**config.mk**
```make
export PLATFORM = sky130hd
export DESIGN_NAME = contention_arbiter
export DESIGN_NICKNAME = d
export VERILOG_FILES = /design/src/rtl/cma_pkg.sv /design/src/rtl/cma_port_watch.sv /design/src/rtl/cma_match.sv /design/src/rtl/cma_grant.sv /design/src/rtl/contention_arbiter.sv
export SDC_FILE = /design/constraint.sdc
export NUM_CORES = 1
export LEC_CHECK = 0
export ABC_CLOCK_PERIOD_IN_PS = 1300
export CAP_MARGIN = 5
export CORE_UTILIZATION = 45
export CTS_CLUSTER_DIAMETER = 150
export DETAILED_ROUTE_END_ITERATION = 10
export PLACE_DENSITY = 0.75
export SETUP_SLACK_MARGIN = 0.1
export SYNTH_ARGS = -nofsm -noshare
export SYNTH_HDL_FRONTEND = slang
export SYNTH_SLANG_ARGS = --single-unit
```
**constraint.sdc**
```tcl
create_clock -name clk -period 1.3 [get_ports clk]
set_input_delay 0.26 -clock clk [delete_from_list [all_inputs] [get_ports clk]]
set_output_delay 0.26 -clock clk [all_outputs]
set_load 0.01 [all_outputs]
```
**src/rtl/cma_pkg.sv**
```systemverilog
package cma_pkg;

    typedef enum logic [1:0] {
        OWN_NONE  = 2'd0,
        OWN_LEFT  = 2'd1,
        OWN_RIGHT = 2'd2
    } owner_e;

    typedef struct packed {
        owner_e owner;
        logic   lt_busy_n;
        logic   rt_busy_n;
        logic   clash;
    } grant_state_t;

    localparam grant_state_t GRANT_IDLE = '{
        owner:     OWN_NONE,
        lt_busy_n: 1'b1,
        rt_busy_n: 1'b1,
        clash:     1'b0
    };

endpackage

```
**src/rtl/cma_port_watch.sv**
```systemverilog
// Tracks one port's last sampled enable and address and reports
// whether the port presents a fresh request in the current cycle.
module cma_port_watch #(
    parameter int ADDR_W = 11
) (
    input  logic              clk,
    input  logic              rst_n,
    input  logic              en,
    input  logic [ADDR_W-1:0] addr,
    input  logic              start,
    output logic              arrived
);

    typedef struct packed {
        logic              en;
        logic [ADDR_W-1:0] addr;
    } seen_t;

    seen_t seen_d, seen_q;
    logic  en_rise;
    logic  addr_moved;

    always_comb begin
        seen_d      = seen_q;
        seen_d.en   = en;
        seen_d.addr = en ? addr : seen_q.addr;
        en_rise     = en && !seen_q.en;
        addr_moved  = en && seen_q.en && (addr != seen_q.addr);
        arrived     = en_rise || addr_moved || (en && start);
    end

    always_ff @(posedge clk or negedge rst_n) begin
        if (!rst_n) begin
            seen_q <= '0;
        end else begin
            seen_q <= seen_d;
        end
    end

endmodule

```
**src/rtl/cma_match.sv**
```systemverilog
// Same-location detector: both enabled and addresses equal.
module cma_match #(
    parameter int ADDR_W = 11
) (
    input  logic              lt_en,
    input  logic [ADDR_W-1:0] lt_addr,
    input  logic              rt_en,
    input  logic [ADDR_W-1:0] rt_addr,
    output logic              hit
);

    logic both_on;
    logic same_loc;

    always_comb begin
        both_on  = lt_en && rt_en;
        same_loc = (lt_addr == rt_addr);
        hit      = both_on && same_loc;
    end

endmodule

```
**src/rtl/cma_grant.sv**
```systemverilog
// Ownership state: picks a winner when a match appears and holds it
// until the match is gone.
module cma_grant
    import cma_pkg::*;
#(
    parameter bit TIE_LEFT = 1'b1
) (
    input  logic clk,
    input  logic rst_n,
    input  logic hit,
    input  logic lt_arrived,
    input  logic rt_arrived,
    output logic lt_busy_n,
    output logic rt_busy_n,
    output logic clash_pulse
);

    grant_state_t st_d, st_q;
    owner_e       tie_owner;
    owner_e       pick;

    generate
        if (TIE_LEFT) begin : g_tie_left
            assign tie_owner = OWN_LEFT;
        end else begin : g_tie_right
            assign tie_owner = OWN_RIGHT;
        end
    endgenerate

    always_comb begin
        // The port that did not arrive this cycle was already waiting.
        unique case ({lt_arrived, rt_arrived})
            2'b10:   pick = OWN_RIGHT;
            2'b01:   pick = OWN_LEFT;
            default: pick = tie_owner;
        endcase
    end

    always_comb begin
        st_d       = st_q;
        st_d.clash = 1'b0;
        if (!hit) begin
            st_d.owner = OWN_NONE;
        end else if (st_q.owner == OWN_NONE) begin
            st_d.owner = pick;
            st_d.clash = 1'b1;
        end
        st_d.lt_busy_n = (st_d.owner != OWN_RIGHT);
        st_d.rt_busy_n = (st_d.owner != OWN_LEFT);
    end

    always_ff @(posedge clk or negedge rst_n) begin
        if (!rst_n) begin
            st_q <= GRANT_IDLE;
        end else begin
            st_q <= st_d;
        end
    end

    assign lt_busy_n   = st_q.lt_busy_n;
    assign rt_busy_n   = st_q.rt_busy_n;
    assign clash_pulse = st_q.clash;

endmodule

```
**src/rtl/contention_arbiter.sv**
```systemverilog
module contention_arbiter #(
    parameter int ADDR_W   = 11,
    parameter bit TIE_LEFT = 1'b1
) (
    input  logic              clk,
    input  logic              rst_n,
    input  logic              lt_en,
    input  logic [ADDR_W-1:0] lt_addr,
    input  logic              lt_start,
    input  logic              rt_en,
    input  logic [ADDR_W-1:0] rt_addr,
    input  logic              rt_start,
    output logic              lt_busy_n,
    output logic              rt_busy_n,
    output logic              clash_pulse
);

    localparam int NPORT = 2;

    logic [NPORT-1:0]             en_v;
    logic [NPORT-1:0]             start_v;
    logic [NPORT-1:0][ADDR_W-1:0] addr_v;
    logic [NPORT-1:0]             arrived_v;
    logic                         hit;

    assign en_v    = {rt_en, lt_en};
    assign start_v = {rt_start, lt_start};
    assign addr_v  = {rt_addr, lt_addr};

    generate
        for (genvar p = 0; p < NPORT; p++) begin : g_port
            cma_port_watch #(.ADDR_W(ADDR_W)) u_watch (
                .clk     (clk),
                .rst_n   (rst_n),
                .en      (en_v[p]),
                .addr    (addr_v[p]),
                .start   (start_v[p]),
                .arrived (arrived_v[p])
            );
        end
    endgenerate

    cma_match #(.ADDR_W(ADDR_W)) u_match (
        .lt_en   (lt_en),
        .lt_addr (lt_addr),
        .rt_en   (rt_en),
        .rt_addr (rt_addr),
        .hit     (hit)
    );

    cma_grant #(.TIE_LEFT(TIE_LEFT)) u_grant (
        .clk         (clk),
        .rst_n       (rst_n),
        .hit         (hit),
        .lt_arrived  (arrived_v[0]),
        .rt_arrived  (arrived_v[1]),
        .lt_busy_n   (lt_busy_n),
        .rt_busy_n   (rt_busy_n),
        .clash_pulse (clash_pulse)
    );

endmodule

```
Word-level counts from Yosys, hierarchy flattened
Cells that the tools add are included.
- bits in registers: 29
- output and inout bits: 3
- word-level logic and storage cells: 36
- equal/unequal tests: 6
- muxes and demuxes: 5
- reductions and logical operators: 17
- operator list (operator ; number):
    11-bit inequality test ; 2
    11-bit == test ; 1
    1-bit logical AND ; 10
    2-bit two-way mux ; 3
    1-bit logical OR ; 4
    2-bit == test, second input constant ; 1
    1-bit zero test ; 2
    2-bit zero test ; 1
    1-bit two-way mux ; 2
    2-bit by 1-bit inequality test with 1-bit output, second input constant ; 1
    2-bit inequality test, second input constant ; 1

Longest topological paths before layout
Gate-level depths: netlist of run 1.
- depth after elaboration: 9
- gate-level depth with buffers: 5

Modules after synthesis
Synthesis of run 1 repeated with hierarchy kept, for this count alone.
- cell total of the unflattened synthesis: 111
- area total of the unflattened synthesis: 1446.4 µm²
- by module, submodules not included (module ; instances ; cells an instance ; area each (µm²)):
    cma_port_watch ; 2 ; 40 ; 561.8
    cma_grant ; 1 ; 15 ; 192.7
    cma_match ; 1 ; 16 ; 130.1

Worst setup path after synthesis of run 1
OpenSTA, ideal clock, no wires.
- path kind: reg-to-reg
- start point: register g_port[1].u_watch.seen_q[3] (netlist name)
- end point: register u_grant.st_q[3] (netlist name)
- library setup time: 130 ps
- arrival time: 1239 ps
- data required time: 1170 ps
- path slack: -69 ps
- cell stages (with the launch flop): 6
- buffers on the path: 0
- period minus slack after synthesis: 1369 ps
- cell sequence: dfrtp_1 -> xor2_1 -> nor4_1 -> nand3_1 -> a211oi_2 -> nor3_1
- RTL lines (what ; RTL line ; source):
    start, declared ; cma_port_watch.sv:19 ; seen_t seen_d, seen_q;
    start signal, assigned ; cma_port_watch.sv:36 ; seen_q <= seen_d;
    end signal, assigned ; cma_grant.sv:56 ; st_q <= st_d;
    end, declared ; cma_grant.sv:18 ; grant_state_t st_d, st_q;

==> results of run 1 <==
[final timing paths]
kind,start,end,slack [ps],depth (start not counted)
worst max register to register,g_port[1].u_watch.seen_q[0],u_grant.rt_busy_n,-210,5
worst max-delay path,g_port[1].u_watch.seen_q[0],u_grant.rt_busy_n,-210,5
worst min-delay path,rt_addr[8],g_port[1].u_watch.seen_q[8],250,2
worst min register to register,u_grant.st_q[3],u_grant.clash_pulse,490,1
max in group asynchronous,rst_n,u_grant.rt_busy_n,780,2
min in group asynchronous,rst_n,u_grant.st_q[4],280,2
[through the flow]
stage | util | power, mW | cells | setup TNS [ps]
floorplan | - | 1.22 | 110 | -73.6
global placement | 0.605 | 1.40 | 188 | -5610
detailed placement | 0.605 | 1.41 | 188 | -5730
CTS | 0.627 | 2.05 | 196 | -1060
global route | 0.665 | 2.14 | 196 | -1220
finish | 0.665 | 2.03 | 196 | -731
[cell usage in the layout, fill, tap and decap left out]
cell type,Yosys,routed
nand4_1,3,3
nand2_1,1,1
or3_1,1,1
clkinv_2,0,1
nor2b_1,2,2
o21ba_1,1,1
dlymetal6s2s_1,0,23
nor3_1,4,2
nor3_4,0,1
nor4_2,1,5
o21bai_1,1,1
clkdlybuf4s50_1,0,3
nand2b_1,1,1
clkbuf_2,0,1
a211oi_2,1,1
dfrtp_1,27,27
nor3_2,0,1
xnor2_2,0,1
nand3_2,0,2
dfstp_2,2,2
nor2_1,1,1
buf_12,0,1
xnor2_1,12,11
nand3_1,3,1
mux2_2,22,22
clkbuf_8,0,2
clkbuf_4,0,5
buf_4,0,4
xor2_1,21,21
buf_2,0,1
buf_6,0,3
[layer usage]
| layer | routed length, µm | track usage | share of wire | up-vias |
|---|---|---|---|---|
| li1 | - | - | - | 461 |
| met1 | 1210 | 0.223 | 0.42 | 465 |
| met2 | 1460 | 0.307 | 0.51 | 28 |
| met3 | 156 | 0.0637 | 0.054 | 5 |
| met4 | 43 | 0.0816 | 0.015 | 0 |
| met5 | 0 | 0 | 0 | - |
[power by group]
part           switching [mW]  total [mW]  leakage, nW  internal, mW
combinational           0.166       0.384        0.639         0.218
clock                   0.313       0.626       0.0413         0.313
sequential             0.0461        1.02        0.344         0.974
total                   0.525        2.03         1.02          1.51
[flip-flops by register name, summed over array words and instances, names as in the netlist]
name / cells
u_grant.lt_busy_n: 1
u_grant.rt_busy_n: 1
g_port.u_watch.seen_q: 24
u_grant.clash_pulse: 1
u_grant.st_q: 2
[cell usage after synthesis]
cell type / instances / area [µm²]
nor4_2: 1 / 12.5
a211oi_2: 1 / 12.5
nand2b_1: 1 / 6.26
nor2b_1: 2 / 12.5
o21bai_1: 1 / 7.51
nand2_1: 1 / 3.75
o21ba_1: 1 / 10.0
dfstp_2: 2 / 52.6
xor2_1: 21 / 184
mux2_2: 22 / 248
nor4_1: 4 / 25.0
nand4_1: 3 / 18.8
or3_1: 1 / 6.26
nor2_1: 1 / 3.75
nand3_1: 3 / 15.0
dfrtp_1: 27 / 676
nor3_1: 4 / 20.0
xnor2_1: 12 / 105
buf_1: 2 / 7.51
[worst reg2reg max path: stages, from the launching register on]
cell      delay (ps)
dfrtp_1          400
xor2_1           160
nor4_2           280
nand3_1          130
a211oi_2         320
or3_1            160
[layout make-up]
class,count,share of cell area
multi-input combinational,79,0.372
sequential,29,0.361
timing repair buffer,36,0.204
clock buffer,7,0.0323
tap,44,0.0273
clock inverter,1,0.00248
[what timing repair did]
item | CTS | global route
resized for setup | 15 | 36
setup buffers | 0 | 0
setup endpoints to repair | 8 | 7
hold buffers | 0 | 0
pin swaps | 2 | 7
[cell families after synthesis]
| group | synth area share |
|---|---|
| AO/OA/AOI/OAI | 0.0211 |
| XOR/XNOR | 0.203 |
| buffers and inverters | 0.00527 |
| flip-flops | 0.511 |
| multiplexers | 0.174 |
| AND/OR/NAND/NOR | 0.0868 |
==> results by group, run 1 <==
Route
  • Number of DRC markers in iteration 0: 8
  • ANT nets after route: 0
  • First drt pass iteration count: 3
  • Total vias in the final route: 959
  • Final routed DRC violation total: 0
  • Via-to-Cell Ratio: 4.89
  • Average wire length per cell after detail routing: 14.7 µm
  • DRT Wirelength: 2880 µm

Worst setup path
  • Cell with the biggest individual delay on the critical path: dfrtp_1
  • Kind of end point of the critical path: register
  • Required time of the critical path: 1570 ps
  • Largest stage delay, worst path: 400 ps
  • Critical path's top delay family: simple AND/OR/NAND/NOR gates
  • CP Data Arrival Time: 1780 ps
  • Cell-by-cell listing of the critical path: xor2_1 > nor4_2 > nand3_1 > a211oi_2 > or3_1
  • Highest fanout seen on the critical path: 4
  • CP Buf/Inv Count: 0
  • Crit Path Class: reg -> reg
  • Type of element launching the critical path: register

STA
  • Max-slew headroom at the worst pin: 0.810
  • Final worst hold slack: 250 ps
  • Max Slew Vio Count: 0
  • Setup violation total in the final timing report: 4
  • Count of final hold-check violations: 0
  • Worst path setup slack after routing: -206 ps
  • Worst Tran Pin Value: 284 ps
  • Tcrit/Tclk final: 1.16
  • Shortest clock period the worst path allows after layout: 1510 ps
  • Post-Route Skew: 9.79 ps
  • Setup repair after global routing missed its margin: yes
  • Max Clock Freq: 664 MHz

Place
  • Setup slack at placement: -571 ps
  • GP Congestion: 0.799
  • Count of buffers from port buffering: 30
  • Post-place instance area: 0.00183 mm²

CTS
  • Root Driver: clkbuf_4
  • CTS clk-pin slew, worst paths: 90 ps
  • Bufs on Longest Clock Path: 2
  • Maximum level of the CTS H-tree: 2
  • Total clock buffers created by CTS: 5
  • TritonCTS clock tree: done
  • Insertion delay of the later-clocked pin in the worst-skew pair: 330 ps
  • TritonCTS sink count: 29

Cells and area
  • Multi-input gate area in the final layout: 749 µm²
  • FILL cells: 234
  • Area growth syn-to-layout: 41.2%
  • Net count of the finished layout: 179
  • Storage element area: 728 µm²
  • Fraction of final layout cells with drive strength greater than 1: 0.349
  • Post-route cell area: 0.00201 mm²
  • Antenna Cells: 0

Floorplanning
  • Effective utilization at floorplan: 0.471
  • Core Rows: 20
  • Die Ht: 58.3 µm
  • Die ar.: 0.00340 mm²
  • Total I/O pin count: 31
  • Core area: 0.00303 mm²
  • Die Width: 58.3 µm

Run status
  • Violations in the final reports: negative setup slack
  • Run status: complete, but fails checks

Min path
  • Hold Path Class: in -> reg

GRT
  • First-pass GRT wire length: 4560 µm
  • Number of antenna violations at the first check in global routing: 0
  • Gr usage total: 0.187
  • Vias in the first global route: 978
  • Largest net degree at the start of global routing: 30
  • Remaining Overflow, GRT: 0

Logic synthesis
  • Mean area per synthesized cell: 13.0 µm²
  • Synth warn: 0
  • Nets in the synthesized netlist: 138
  • Synth Instances: 110
  • Seq/Total Area, Yosys: 0.511
  • Register bit total from synthesis: 29
  • Number of library cell types mapped by synthesis: 19
  • Total standard cell area after synthesis: 0.00143 mm²

Job
  • Max-Cap Viols: 0

Pwr
  • Max rail drop VDD: 748 µV
  • Total leakage power: 1.02 nW
  • Power per cell area: 1010 mW/mm²
Power figures use the tool's default switching activity.
==> inputs of run 2 (changes only) <==
--- a/config.mk
+++ b/config.mk
@@ -5,12 +5,12 @@
 export SDC_FILE = /design/constraint.sdc
 export NUM_CORES = 1
 export LEC_CHECK = 0
-export ABC_CLOCK_PERIOD_IN_PS = 1300
-export CAP_MARGIN = 5
-export CORE_UTILIZATION = 45
+export ABC_CLOCK_PERIOD_IN_PS = 1400
+export CAP_MARGIN = 20
+export CORE_UTILIZATION = 49
 export CTS_CLUSTER_DIAMETER = 150
 export DETAILED_ROUTE_END_ITERATION = 10
-export PLACE_DENSITY = 0.75
+export PLACE_DENSITY = 0.78
 export SETUP_SLACK_MARGIN = 0.1
 export SYNTH_ARGS = -nofsm -noshare
 export SYNTH_HDL_FRONTEND = slang
==> constraint.sdc (replaced) <==
create_clock -name clk -period 1.4 [get_ports clk]
set_input_delay 0.28 -clock clk [delete_from_list [all_inputs] [get_ports clk]]
set_output_delay 0.28 -clock clk [all_outputs]
set_load 0.01 [all_outputs]
==> run 2 against run 1 <==
The run still ends with negative setup slack left; global-route usage increased by 2.2 points; routed wire length decreased by 0.17%; clock skew increased by 1.3 ps; non-clock buffer count decreased by 1; cell count decreased by 7.1%; hold slack improved by 53 ps; fmax decreased by 3.2%; combinational power decreased by 15%; first-iteration DRC count increased to 3.6 times the previous value; total power decreased by 2.1%; sequential cell count unchanged; utilization increased by 1.6 points; largest power group unchanged.
==> results by group, run 2 (synthesis results as in run 1) <==
Floorplanning
  • Core Rows: 19 (was 20)
  • Core area: 0.00276 mm² (was 0.00303 mm²)
  • Die ar.: 0.00313 mm² (was 0.00340 mm²)
  • Die Ht: 56.0 µm (was 58.3 µm)
  • Total I/O pin count: 31 (unchanged)
  • Effective utilization at floorplan: 0.517 (was 0.471)
  • Die Width: 56.0 µm (was 58.3 µm)

Pwr
  • Power per cell area: 1060 mW/mm² (was 1010 mW/mm²)
  • Total leakage power: 0.838 nW (was 1.02 nW)
  • Max rail drop VDD: 963 µV (was 748 µV)

Worst setup path
  • Highest fanout seen on the critical path: 4 (unchanged)
  • Type of element launching the critical path: register (unchanged)
  • Required time of the critical path: 1680 ps (was 1570 ps)
  • Cells on worst reg2reg path: 5 (unchanged)
  • RR Endpoint: u_grant.st_q[4] (was u_grant.rt_busy_n)
  • Kind of end point of the critical path: register (unchanged)
  • CP Data Arrival Time: 1830 ps (was 1780 ps)
  • Crit Path Class: reg -> reg (unchanged)
  • Worst reg2reg startpoint: g_port[1].u_watch.seen_q[8] (was g_port[1].u_watch.seen_q[0])
  • Worst reg2reg setup slack: -160 ps (was -210 ps)

Route
  • Total vias in the final route: 974 (was 959)
  • ANT nets after route: 0 (unchanged)
  • First drt pass iteration count: 4 (was 3)
  • Via-to-Cell Ratio: 5.35 (was 4.89)
  • Number of DRC markers in iteration 0: 29 (was 8)
  • DRT Wirelength: 2870 µm (was 2880 µm)
  • Final routed DRC violation total: 0 (unchanged)
  • Average wire length per cell after detail routing: 15.8 µm (was 14.7 µm)

CTS
  • Root Driver: clkbuf_4 (unchanged)
  • CTS clk-pin slew, worst paths: 90 ps (about the same)
  • Total clock buffers created by CTS: 5 (unchanged)
  • Bufs on Longest Clock Path: 2 (unchanged)
  • Maximum level of the CTS H-tree: 2 (unchanged)
  • Insertion delay of the later-clocked pin in the worst-skew pair: 330 ps (about the same)
  • TritonCTS sink count: 29 (unchanged)
  • TritonCTS clock tree: done (unchanged)

Place
  • Post-detailed-placement half-perimeter wirelength: 2130 µm
  • Total placed cells including tap cells: 173 (was 188)
  • Count of buffers from port buffering: 30 (unchanged)
  • Setup slack at placement: -564 ps (was -571 ps)
  • GP Congestion: 0.831 (was 0.799)

STA
  • Max Clock Freq: 642 MHz (was 664 MHz)
  • Tcrit/Tclk final: 1.11 (was 1.16)
  • Worst Tran Pin Value: 319 ps (was 284 ps)
  • Max-slew headroom at the worst pin: 0.787 (was 0.810)
  • Sum of negative setup slack: -558 ps (was -731 ps)
  • Post-Route Skew: 11.1 ps (was 9.79 ps)
  • Max Slew Vio Count: 0 (unchanged)
  • Count of final hold-check violations: 0 (unchanged)
  • Shortest clock period the worst path allows after layout: 1560 ps (was 1510 ps)
  • Setup violation total in the final timing report: 4 (unchanged)
  • Worst path setup slack after routing: -157 ps (was -206 ps)
  • Setup repair after global routing missed its margin: yes (unchanged)

Cells and area
  • Net count of the finished layout: 178 (was 179)
  • Most common cell after layout, fill and taps aside: dfrtp_1 (unchanged)
  • Area growth syn-to-layout: 31.7% (was 41.2%)
  • Antenna Cells: 0 (unchanged)
  • Fraction of final layout cells with drive strength greater than 1: 0.285 (was 0.349)
  • Number of flip-flops under the largest register name: 24 (unchanged)
  • Registers with the highest flip-flop counts: g_port.u_watch.seen_q x24, u_grant.st_q x2 (unchanged)
  • Post-route core utilization: 0.681 (was 0.665)
  • Register bank with the most flops: g_port.u_watch.seen_q (unchanged)
  • Post-route non-filler standard cell count: 182 (was 196)
  • Leading cell types in the layout, fill and taps excluded: dfrtp_1 (27), mux2_2 (22), xor2_1 (21), dlygate4sd2_1 (21), xnor2_1 (12) (was dfrtp_1 (27), dlymetal6s2s_1 (23), mux2_2 (22), xor2_1 (21), xnor2_1 (11))

GRT
  • Vias in the first global route: 1,033 (was 978)
  • Remaining Overflow, GRT: 0 (unchanged)
  • First-pass GRT wire length: 4800 µm (was 4560 µm)
  • Gr usage total: 0.208 (was 0.187)
  • Number of antenna violations at the first check in global routing: 0 (unchanged)
  • Largest net degree at the start of global routing: 30 (unchanged)

Run status
  • Violations in the final reports: negative setup slack (unchanged)
  • Run status: complete, but fails checks (unchanged)

Job
  • Max-Cap Viols: 0 (unchanged)

Min path
  • Hold Path Class: in -> async (was in -> reg)
-- run 2: cell count changes in the layout (fill, tap and decap cells not counted), moves of 3 or more --
cell and delta:
nor4_2 -3, buf_6 -3, nor4_1 +3, dlygate4sd2_1 +21, dlymetal6s2s_1 -21
-- run 2: where the power goes --
group	switching [mW]	leakage (nW)	internal, mW
Combinational	0.143	0.449	0.184
Sequential	0.0439	0.344	0.904
Clock	0.287	0.0455	0.426
Total	0.473	0.838	1.51
-- run 2: worst max-delay path by stage --
stage,endpoint,slack (ps),cells past startpoint,from
floorplan,u_grant.st_q[4],70,5,g_port[1].u_watch.seen_q[8]
global placement,u_grant.st_q[4],-510,6,rt_addr[0]
detailed placement,u_grant.rt_busy_n,-560,6,rt_addr[0]
finish,u_grant.st_q[4],-160,5,g_port[1].u_watch.seen_q[8]
CTS,u_grant.rt_busy_n,-170,5,g_port[1].u_watch.seen_q[0]
global route,u_grant.st_q[3],-190,5,g_port[1].u_watch.seen_q[0]
-- run 2: stage by stage --
stage / cell area [µm²] / power [mW] / hold WS [ps]
2_1_floorplan: 1430 / 1.14 / -15.6
3_3_place_gp: 1800 / 1.30 / 449
3_5_place_dp: 1800 / 1.31 / 471
4_1_cts: 1870 / 2.01 / 296
5_1_grt: 1880 / 2.08 / 311
6_report: 1880 / 1.99 / 303
-- run 2: layer usage --
layer / track usage / share of wire / wire length, µm
met1: 0.245 / 0.43 / 1240
met2: 0.346 / 0.49 / 1420
met3: 0.0558 / 0.054 / 154
met4: 0.115 / 0.021 / 60
met5: 0 / 0 / 0
-- run 2: final cells by class --
type	instances	area, µm²
Multi-Input combinational cell	79	707
Fill cell	224	880
Timing Repair Buffer	35	319
Tap cell	31	38.8
Clock buffer	7	55.1
Sequential cell	29	728
Clock inverter	1	30.0
-- run 2: repair_timing --
action	CTS	global route
buffers inserted	1	0
hold buffers	0	0
gates cloned	0	0
pin swaps	12	6
setup endpoints to repair	8	5
resized for setup	31	3
-- run 2: critical path, cell delays in order (launching register included) --
cell and delay (ps):
dfrtp_1 400, xor2_1 150, nor4_1 320, nand3_1 130, a211oi_2 330, o21ba_1 180
==> inputs of run 3 (changes only) <==
--- a/config.mk
+++ b/config.mk
@@ -7,10 +7,10 @@
 export LEC_CHECK = 0
 export ABC_CLOCK_PERIOD_IN_PS = 1400
 export CAP_MARGIN = 20
-export CORE_UTILIZATION = 49
-export CTS_CLUSTER_DIAMETER = 150
+export CORE_UTILIZATION = 45
+export CTS_CLUSTER_DIAMETER = 50
 export DETAILED_ROUTE_END_ITERATION = 10
-export PLACE_DENSITY = 0.78
+export PLACE_DENSITY = 0.72
 export SETUP_SLACK_MARGIN = 0.1
 export SYNTH_ARGS = -nofsm -noshare
 export SYNTH_HDL_FRONTEND = slang
==> run 3 against run 2 <==
The run still ends with negative setup slack left; hold slack got worse by 130 ps; final area grew 3.5%; combinational power grew 9.5%; clock power shrank 34%; routed wire length grew 2.2%; critical path depth is 1 higher; worst setup slack worse by 41 ps.
==> results by group, run 3 (synthesis results as in run 1) <==
Place
  • GP Congestion: 0.771 (was 0.831)
  • Post-place instance area: 0.00186 mm² (was 0.00180 mm²)
  • Setup slack at placement: -562 ps (was -564 ps)
  • Post-detailed-placement half-perimeter wirelength: 2290 µm (was 2130 µm)
  • Count of buffers from port buffering: 30 (unchanged)

GRT
  • Vias in the first global route: 1,112 (was 1,033)
  • Remaining Overflow, GRT: 0 (unchanged)
  • Largest net degree at the start of global routing: 14 (was 30)
  • Gr usage total: 0.201 (was 0.208)
  • Number of antenna violations at the first check in global routing: 0 (unchanged)
  • First-pass GRT wire length: 4910 µm (was 4800 µm)

STA
  • Setup violation total in the final timing report: 4 (unchanged)
  • Tcrit/Tclk final: 1.14 (was 1.11)
  • Shortest clock period the worst path allows after layout: 1600 ps (was 1560 ps)
  • Worst Tran Pin Value: 373 ps (was 319 ps)
  • Worst path setup slack after routing: -198 ps (was -157 ps)
  • Max Clock Freq: 626 MHz (was 642 MHz)
  • Post-Route Skew: 4.02 ps (was 11.1 ps)
  • Count of final hold-check violations: 0 (unchanged)
  • Max-slew headroom at the worst pin: 0.750 (was 0.787)
  • Max Slew Vio Count: 0 (unchanged)
  • Setup repair after global routing missed its margin: yes (unchanged)

Route
  • Final routed DRC violation total: 0 (unchanged)
  • ANT nets after route: 0 (unchanged)
  • Via-to-Cell Ratio: 4.91 (was 5.35)
  • First drt pass iteration count: 4 (unchanged)
  • DRT Wirelength: 2930 µm (was 2870 µm)
  • Number of DRC markers in iteration 0: 5 (was 29)
  • Total vias in the final route: 986 (was 974)
  • Average wire length per cell after detail routing: 14.6 µm (was 15.8 µm)

Cells and area
  • Post-route cell area: 0.00194 mm² (was 0.00188 mm²)
  • Number of flip-flops under the largest register name: 24 (unchanged)
  • Leading cell types in the layout, fill and taps excluded: dfrtp_1 (27), mux2_2 (22), xor2_1 (21), dlygate4sd2_1 (19), xnor2_1 (11) (was dfrtp_1 (27), mux2_2 (22), xor2_1 (21), dlygate4sd2_1 (21), xnor2_1 (12))
  • Net count of the finished layout: 184 (was 178)
  • Area growth syn-to-layout: 36.3% (was 31.7%)
  • Fraction of final layout cells with drive strength greater than 1: 0.338 (was 0.285)
  • Most common cell after layout, fill and taps aside: dfrtp_1 (unchanged)
  • Registers with the highest flip-flop counts: g_port.u_watch.seen_q x24, u_grant.st_q x2 (unchanged)
  • Register bank with the most flops: g_port.u_watch.seen_q (unchanged)
  • Antenna Cells: 0 (unchanged)
  • Post-route core utilization: 0.642 (was 0.681)

Worst setup path
  • Type of element launching the critical path: primary input (was register)
  • Crit Path Class: in -> reg (was reg -> reg)
  • Highest fanout seen on the critical path: 4 (unchanged)
  • Kind of end point of the critical path: register (unchanged)
  • Cells on worst reg2reg path: 5 (unchanged)
  • CP Data Arrival Time: 1870 ps (was 1830 ps)
  • Worst reg2reg setup slack: -190 ps (was -160 ps)
  • Worst reg2reg startpoint: g_port[1].u_watch.seen_q[1] (was g_port[1].u_watch.seen_q[8])
  • RR Endpoint: u_grant.st_q[4] (unchanged)
  • Required time of the critical path: 1670 ps (was 1680 ps)

Floorplanning
  • Core area: 0.00303 mm² (was 0.00276 mm²)
  • Total I/O pin count: 31 (unchanged)
  • Die ar.: 0.00340 mm² (was 0.00313 mm²)
  • Die Ht: 58.3 µm (was 56.0 µm)
  • Effective utilization at floorplan: 0.471 (was 0.517)
  • Die Width: 58.3 µm (was 56.0 µm)
  • Core Rows: 20 (was 19)

CTS
  • Root Driver: clkbuf_4 (unchanged)
  • CTS clk-pin slew, worst paths: 80 ps (was 90 ps)
  • TritonCTS sink count: 29 (unchanged)
  • Maximum level of the CTS H-tree: 2 (unchanged)
  • Insertion delay of the later-clocked pin in the worst-skew pair: 320 ps (was 330 ps)
  • Bufs on Longest Clock Path: 2 (unchanged)
  • TritonCTS clock tree: done (unchanged)
  • Total clock buffers created by CTS: 5 (unchanged)

Pwr
  • Pwr Total: 1.77 mW (was 1.99 mW)
  • Total leakage power: 0.842 nW (was 0.838 nW)
  • Power per cell area: 912 mW/mm² (was 1060 mW/mm²)
  • Max rail drop VDD: 619 µV (was 963 µV)

Min path
  • Hold Path Class: in -> async (unchanged)

Run status
  • Violations in the final reports: negative setup slack (unchanged)
  • Run status: complete, but fails checks (unchanged)

Job
  • Max-Cap Viols: 0 (unchanged)
==> run 3: cell types whose count changed in the layout (fill, tap and decap cells not counted), sizes merged <==
cell	previous run	this run
buf	7	13
clkdlybuf4s50	5	8
dlygate4sd2	21	19
bufinv	1	0
clkbuf	7	8
dlymetal6s2s	2	1
==> run 3: stage by stage <==
step	std cells	hold WS [ps]	TNS [ps]
after global routing	201	171	-1010
after floorplan	110	-15.6	0
after CTS	201	174	-708
after detailed placement	193	476	-4260
after global placement	193	449	-3680
final	201	176	-748
==> run 3: worst max path at each step <==
stage / from / end / slack [ps] / cells after the start
after floorplan: g_port[1].u_watch.seen_q[8] / u_grant.st_q[4] / 70 / 5
after global placement: rt_addr[0] / u_grant.st_q[4] / -510 / 7
after detailed placement: rt_addr[0] / u_grant.st_q[3] / -560 / 7
after CTS: g_port[1].u_watch.seen_q[0] / u_grant.st_q[4] / -190 / 6
after global routing: g_port[1].u_watch.seen_q[1] / u_grant.st_q[4] / -260 / 5
final: rt_addr[6] / u_grant.st_q[4] / -200 / 6
==> run 3: routing by layer <==
layer	track usage	part of all wire	wire [µm]	vias up
li1	-	-	-	475
met3	0.0703	0.054	159	10
met1	0.231	0.42	1230	471
met4	0.0918	0.031	90	0
met5	0	0	0	-
met2	0.337	0.50	1460	30
==> run 3: what timing repair did <==
item                       CTS  global route
setup endpoints to repair    8             5
buffers inserted             0             0
pin swaps                    6             5
gates resized for setup     36             4
hold buffers                 0             0
==> run 3: cell type report <==
type | count | area [µm²]
fill | 260 | 1080
multi-input combinational | 79 | 757
sequential | 29 | 728
timing repair buffer | 41 | 355
tap | 44 | 55.1
clock buffer | 8 | 48.8
==> run 3: power by group <==
group	internal, mW	switching, mW
combinational	0.198	0.159
sequential	0.904	0.0420
clock	0.200	0.270
==> run 3: worst max-delay path, cell delays in order <==
cell,delay (ps)
clkdlybuf4s50_1,460
xor2_1,170
nor4_2,390
nand3_4,120
a211oi_4,290
o21ba_1,150
